===== config.mk =====
export PLATFORM = sky130hd
export DESIGN_NAME = alu_flag_unit
export DESIGN_NICKNAME = d
export VERILOG_FILES = /design/src/rtl/alu_flag_pkg.sv /design/src/rtl/alu_addsub.sv /design/src/rtl/alu_logic.sv /design/src/rtl/alu_flag_pack.sv /design/src/rtl/alu_flag_unit.sv
export SDC_FILE = /design/constraint.sdc
export NUM_CORES = 1
export LEC_CHECK = 0
export ABC_CLOCK_PERIOD_IN_PS = 2180
export BUFFER_PORTS_ARGS = -buffer_cell sky130_fd_sc_hd__buf_2
export CORE_MARGIN = 2
export CORE_UTILIZATION = 40
export CTS_BUF_LIST = sky130_fd_sc_hd__clkbuf_2 sky130_fd_sc_hd__clkbuf_4 sky130_fd_sc_hd__clkbuf_8
export CTS_CLUSTER_DIAMETER = 120
export DETAILED_ROUTE_END_ITERATION = 12
export PLACE_DENSITY = 0.67
export SYNTH_ARGS = -nofsm -noshare
export SYNTH_HDL_FRONTEND = slang
export SYNTH_HIERARCHICAL = 1
export SYNTH_SLANG_ARGS = --single-unit

===== constraint.sdc =====
create_clock -name clk -period 2.18 [get_ports clk]
set_input_delay 0.218 -clock clk [delete_from_list [all_inputs] [get_ports clk]]
set_output_delay 0.218 -clock clk [all_outputs]
set_load 0.02 [all_outputs]

===== src/rtl/alu_flag_pkg.sv =====
package alu_flag_pkg;

  localparam int STAT_W = 16;

  localparam int POS_CARRY  = 0;
  localparam int POS_ONE    = 1;
  localparam int POS_PAR    = 2;
  localparam int POS_RSV3   = 3;
  localparam int POS_HALF   = 4;
  localparam int POS_RSV5   = 5;
  localparam int POS_ZERO   = 6;
  localparam int POS_SIGN   = 7;
  localparam int POS_OVF    = 11;

  // Bits copied from the incoming status word: 15:12 and 10:8
  localparam logic [STAT_W-1:0] KEEP_MASK = 16'hF700;

  typedef enum logic [2:0] {
    OPC_ADD  = 3'd0,
    OPC_ADC  = 3'd1,
    OPC_SUB  = 3'd2,
    OPC_SBB  = 3'd3,
    OPC_AND  = 3'd4,
    OPC_OR   = 3'd5,
    OPC_XOR  = 3'd6,
    OPC_XORA = 3'd7
  } opc_e;

endpackage


===== src/rtl/alu_addsub.sv =====
module alu_addsub #(
  parameter int DATA_W = 16
) (
  input  logic [DATA_W-1:0] op_a,
  input  logic [DATA_W-1:0] op_b,
  input  logic              do_sub,
  input  logic              chain_in,
  input  logic              wide,
  output logic [DATA_W-1:0] sum,
  output logic              carry_top,
  output logic              carry_msb,
  output logic              carry_nib
);
  localparam int HALF_W = DATA_W / 2;
  localparam int NIB    = 4;

  logic [DATA_W-1:0] b_eff;
  logic              c0;
  logic [DATA_W:0]   ext;
  logic [DATA_W:0]   cv;
  logic              unused_cv_fold;

  always_comb begin
    b_eff = do_sub ? ~op_b : op_b;
    c0    = do_sub ? ~chain_in : chain_in;
    ext   = {1'b0, op_a} + {1'b0, b_eff} + {{DATA_W{1'b0}}, c0};
    // carry into each bit position, recovered from the sum
    cv    = {1'b0, op_a} ^ {1'b0, b_eff} ^ ext;
    sum   = ext[DATA_W-1:0];
    carry_top = wide ? cv[DATA_W]   : cv[HALF_W];
    carry_msb = wide ? cv[DATA_W-1] : cv[HALF_W-1];
    carry_nib = cv[NIB];
  end

  assign unused_cv_fold = ^cv;

endmodule


===== src/rtl/alu_logic.sv =====
module alu_logic #(
  parameter int DATA_W = 16
) (
  input  logic [DATA_W-1:0] op_a,
  input  logic [DATA_W-1:0] op_b,
  input  logic [1:0]        sel,
  output logic [DATA_W-1:0] res
);
  always_comb begin
    unique case (sel)
      2'd0:    res = op_a & op_b;
      2'd1:    res = op_a | op_b;
      default: res = op_a ^ op_b;
    endcase
  end
endmodule


===== src/rtl/alu_flag_pack.sv =====
module alu_flag_pack
  import alu_flag_pkg::*;
#(
  parameter int DATA_W = 16
) (
  input  logic [DATA_W-1:0] res,
  input  logic              wide,
  input  logic              is_logic,
  input  logic              cy,
  input  logic              hc,
  input  logic              ov,
  input  logic [STAT_W-1:0] ctl_in,
  output logic [STAT_W-1:0] word
);
  localparam int HALF_W = DATA_W / 2;
  localparam int PAR_W  = 8;

  logic unused_ctl_fold;

  always_comb begin
    word             = ctl_in & KEEP_MASK;
    word[POS_CARRY]  = is_logic ? 1'b0 : cy;
    word[POS_ONE]    = 1'b1;
    word[POS_PAR]    = ~^res[PAR_W-1:0];
    word[POS_RSV3]   = 1'b0;
    word[POS_HALF]   = is_logic ? 1'b0 : hc;
    word[POS_RSV5]   = 1'b0;
    word[POS_ZERO]   = (res == '0);
    word[POS_SIGN]   = wide ? res[DATA_W-1] : res[HALF_W-1];
    word[POS_OVF]    = is_logic ? 1'b0 : ov;
  end

  assign unused_ctl_fold = ^(ctl_in & ~KEEP_MASK);

endmodule


===== src/rtl/alu_flag_unit.sv =====
module alu_flag_unit
  import alu_flag_pkg::*;
#(
  parameter int DATA_W = 16
) (
  input  logic              clk,
  input  logic              rst_n,
  input  logic              in_valid,
  input  logic [2:0]        op,
  input  logic              wide,
  input  logic [DATA_W-1:0] a,
  input  logic [DATA_W-1:0] b,
  input  logic              cin,
  input  logic [15:0]       flags_in,
  output logic              out_valid,
  output logic [DATA_W-1:0] result,
  output logic [15:0]       flags_out
);
  localparam int HALF_W = DATA_W / 2;
  localparam logic [STAT_W-1:0] RST_WORD = 16'h0002;

  logic              is_logic, is_sub, chain_en;
  logic [DATA_W-1:0] as_sum, lg_res, raw, res_n;
  logic              c_top, c_msb, c_nib;
  logic              ar_cy, ar_hc, ar_ov;
  logic [STAT_W-1:0] word_n;

  logic              vld_d;
  logic [DATA_W-1:0] res_d;
  logic [STAT_W-1:0] flg_d;

  always_comb begin
    is_logic = op[2];
    is_sub   = (op[2:1] == 2'b01);
    chain_en = ~op[2] & op[0];
  end

  alu_addsub #(.DATA_W(DATA_W)) u_addsub (
    .op_a      (a),
    .op_b      (b),
    .do_sub    (is_sub),
    .chain_in  (chain_en & cin),
    .wide      (wide),
    .sum       (as_sum),
    .carry_top (c_top),
    .carry_msb (c_msb),
    .carry_nib (c_nib)
  );

  alu_logic #(.DATA_W(DATA_W)) u_logic (
    .op_a (a),
    .op_b (b),
    .sel  (op[1:0]),
    .res  (lg_res)
  );

  always_comb begin
    raw   = is_logic ? lg_res : as_sum;
    res_n = wide ? raw : {{(DATA_W-HALF_W){1'b0}}, raw[HALF_W-1:0]};
    // subtraction runs as a + ~b + ~borrow: invert carry taps into borrows
    ar_cy = c_top ^ is_sub;
    ar_hc = c_nib ^ is_sub;
    ar_ov = c_top ^ c_msb;
  end

  alu_flag_pack #(.DATA_W(DATA_W)) u_pack (
    .res      (res_n),
    .wide     (wide),
    .is_logic (is_logic),
    .cy       (ar_cy),
    .hc       (ar_hc),
    .ov       (ar_ov),
    .ctl_in   (flags_in),
    .word     (word_n)
  );

  always_comb begin
    vld_d = in_valid;
    res_d = result;
    flg_d = flags_out;
    if (in_valid) begin
      res_d = res_n;
      flg_d = word_n;
    end
  end

  always_ff @(posedge clk or negedge rst_n) begin
    if (!rst_n) begin
      out_valid <= 1'b0;
      result    <= '0;
      flags_out <= RST_WORD;
    end else begin
      out_valid <= vld_d;
      result    <= res_d;
      flags_out <= flg_d;
    end
  end

endmodule


==> run_results.csv <==
group,metric,value,unit
status,status,"complete, but fails checks",
status,failed_checks,"negative hold slack, negative setup slack",
die,fp.dieW,101.4,um
detailed_routing,wl_met2,4689,um
synthesis,yosysSeqAreaShare,0.2178,
sta,holdWs,-0.01428,ns
global_route,antenna_found_initial,0,
cts,max-clock-path-buffers,2,
worst_setup_path,cp.required,2.40,ns
sta,rsz0062_at_grt,"yes",
synthesis,synth_async_sr_flop_share,1.000,
synthesis,synthDistinctLibCells,50,
layout,seq_area,827.0,sq um
place,pre_cts_slack,-1.373,ns
global_route,grt_pass1_vias,3422,
sta,slew_headroom,0.5343,
power,power,3403,uW
detailed_routing,top_layer,"met4",
sta,tns,-9.130,ns
sta,hold_viol,32,
layout,fillCellCount,772,
synthesis,synth_compound_area_frac,0.1542,
die,start_util,0.4110,
flow_run,cap_violations,0,
die,pin_count,89,
global_route,grt_use_total,0.1838,
cts,cts-root-buf,"clkbuf_8",
synthesis,synthAdderAreaFrac,0.1786,
synthesis,synth_edf_count,0,
cts,cts_tree,"built",
layout,post-route-util,0.5821,
layout,layout-drive-gt1-share,0.4913,
synthesis,synth_area_leaders,"dfrtp_1 (21%), ha_1 (17%), mux2_4 (6.3%)",
place,placed_area,4853,sq um
sta,period_minus_slack,3.174,ns
sta,fmax,315.1,MHz
synthesis,synth_seq_cells,33,
global_route,grt_first_pass_wirelength,15450,um
layout,nets,684,
cts,cts_buffers,5,
sta,final-setup-viol-count,19,
synthesis,netlist_area,3797,sq um
cts,htreeDepth,2,
synthesis,syn_inst,414,
worst_setup_path,crit_fanout,4,
synthesis,synth.largest_area_cell,"dfrtp_1",
min_path,hp-class,"in2async",
synthesis,yosysTopAreaCellShare,0.2109,
synthesis,syn_area_per_cell,9.172,sq um
worst_setup_path,cp.arrival,3.39,ns
cts,clkTransAtPathRegs,0.07,ns
synthesis,yosys.area_share.simple,0.1334,
worst_setup_path,crit_path_start_kind,"primary input",
layout,n_antenna_cell,0,
place,hpwl,7357,um
detailed_routing,first_pass_iters,5,
worst_setup_path,critical_path_class,"in2reg",
die,coreArea,9240,sq um
die,fp.dieH,101.4,um
die,die_area,10290,sq um
synthesis,muxShareOfSynthArea,0.1318,
sta,min_period_over_period,1.456,
sta,fin_worst_skew,0,ns
detailed_routing,wl_met1,4242,um
detailed_routing,drc,0,
worst_setup_path,end_kind,"flip-flop",
detailed_routing,first_iter_violations,88,
synthesis,synth-xor-area-share,0.08303,
synthesis,yosysWarnings,6,
place,gp_congestion,0.9082,
detailed_routing,final_antenna_net_count,0,
place,numPortBuffers,79,
cts,clk-insertion-delay-late,0.28,ns
synthesis,yosysMostFrequentCell,"inv_1",
cts,cts_hold_buffers,0,
power,ir_drop,0.3570,mV
synthesis,synth_top_family_by_area,"adder cells",
synthesis,synth_ff_type,"dfrtp_1",
layout,synthToLayoutAreaGrowth,41.65,%
global_route,grt_overflow,0,
layout,finish.instance_area,5379,sq um
layout,multi_input_area,2844,sq um
detailed_routing,via_per_inst,4.793,
detailed_routing,routed_wl,9383,um
detailed_routing,wl_met3,276,um
cts,clock_sinks,33,
detailed_routing,routedWlPerCell,13.31,um
power,p_per_area,632.7,nW/um^2
synthesis,synth_common_cells,"inv_1 (52), ha_1 (51), dfrtp_1 (32)",
power,p_leak,0.002849,uW
detailed_routing,via_count,3379,
sta,fin_ws,-0.9939,ns
sta,finalMaxSlewViolations,0,
die,rows,35,
sta,worstMarginPinSlew,0.6985,ns
global_route,grt_max_degree,34,
[cell type report]
type	instances	share of cell area
clock inverters	1	0.005583
inverters	52	0.03768
repair buffers	181	0.2275
multi-input cells	302	0.5287
flip-flops and latches	33	0.1538
clock buffers	7	0.01675
well taps	129	0.03001
[sequential cells by signal, indices dropped and copies added, names as in the netlist]
register   cells
flags_out     16
out_valid      1
result        16
[path summary, 6_finish.rpt]
check	start	end	slack (ns)	depth (start not counted)
min in group clk	flags_in[14]	flags_out[14]	0.17	2
min	rst_n	result[7]	-0.01	1
min reg2reg	flags_out[9]	flags_out[9]	0.50	1
max in group asynchronous	rst_n	flags_out[10]	1.75	1
max	op[2]	flags_out[6]	-0.99	16
max reg2reg	flags_out[2]	flags_out[2]	1.40	1
[cells in the final DEF, fill, tap and decap left out, drive strengths merged, types with 10 or more instances in the layout]
cell type,count
buf,181
inv,52
ha,51
dfrtp,32
mux2,32
xor2,25
nand2,25
nor2,23
o31ai,16
and2,15
nor2b,15
xnor2,11
a21oi,11
a21o,10
o21ai,10
[kinds of logic (layout without fill, tap and decap cells)]
| family | after synthesis | in the layout |
|---|---|---|
| adders and majority gates | 53 | 53 |
| xor gates and xnor gates | 36 | 36 |
| AOI/OAI and AO/OA | 72 | 72 |
| other | 2 | 3 |
| muxes | 40 | 40 |
| buffers and inverters | 80 | 241 |
| and+or+nand+nor | 98 | 98 |
| DFF | 33 | 33 |
[worst max-delay path, cell delays in order]
cell and delay (ns):
buf_8 0.08, nand2b_4 0.14, inv_6 0.05, xor2_2 0.17, fa_2 0.38, fa_2 0.35
a21o_1 0.17, and4_4 0.19, o21ba_4 0.20, o41ai_4 0.21, xnor2_1 0.11, mux2i_1 0.22
nor2b_1 0.09, or4_1 0.54, nor3_2 0.11, mux2_2 0.16
[through the flow]
stage | hold slack [ns] | cells
6_report | -0.01428 | 705
5_1_grt | 0.03383 | 705
4_1_cts | 0.00004496 | 703
3_5_place_dp | 0.3052 | 680
3_3_place_gp | 0.2987 | 680
2_1_floorplan | -0.07759 | 415
[power by group]
part | switching (uW) | internal (uW)
Clock | 206 | 385
Sequential | 59.0 | 725
Combinational | 940 | 1090
[metal layers]
metal / vias to the layer above / GRT usage
li1: 1699 / -
met1: 1589 / 0.2313
met2: 76 / 0.3383
met5: - / 0
met4: 0 / 0.04886
met3: 15 / 0.01311
[repair_timing]
action | 4_1_cts | 5_1_grt
setup endpoints to repair | 19 | 19
resized for setup | 53 | 11
setup buffers | 24 | 3
pin swaps | 22 | 12
No activity file was read; power rests on OpenSTA's default activity.
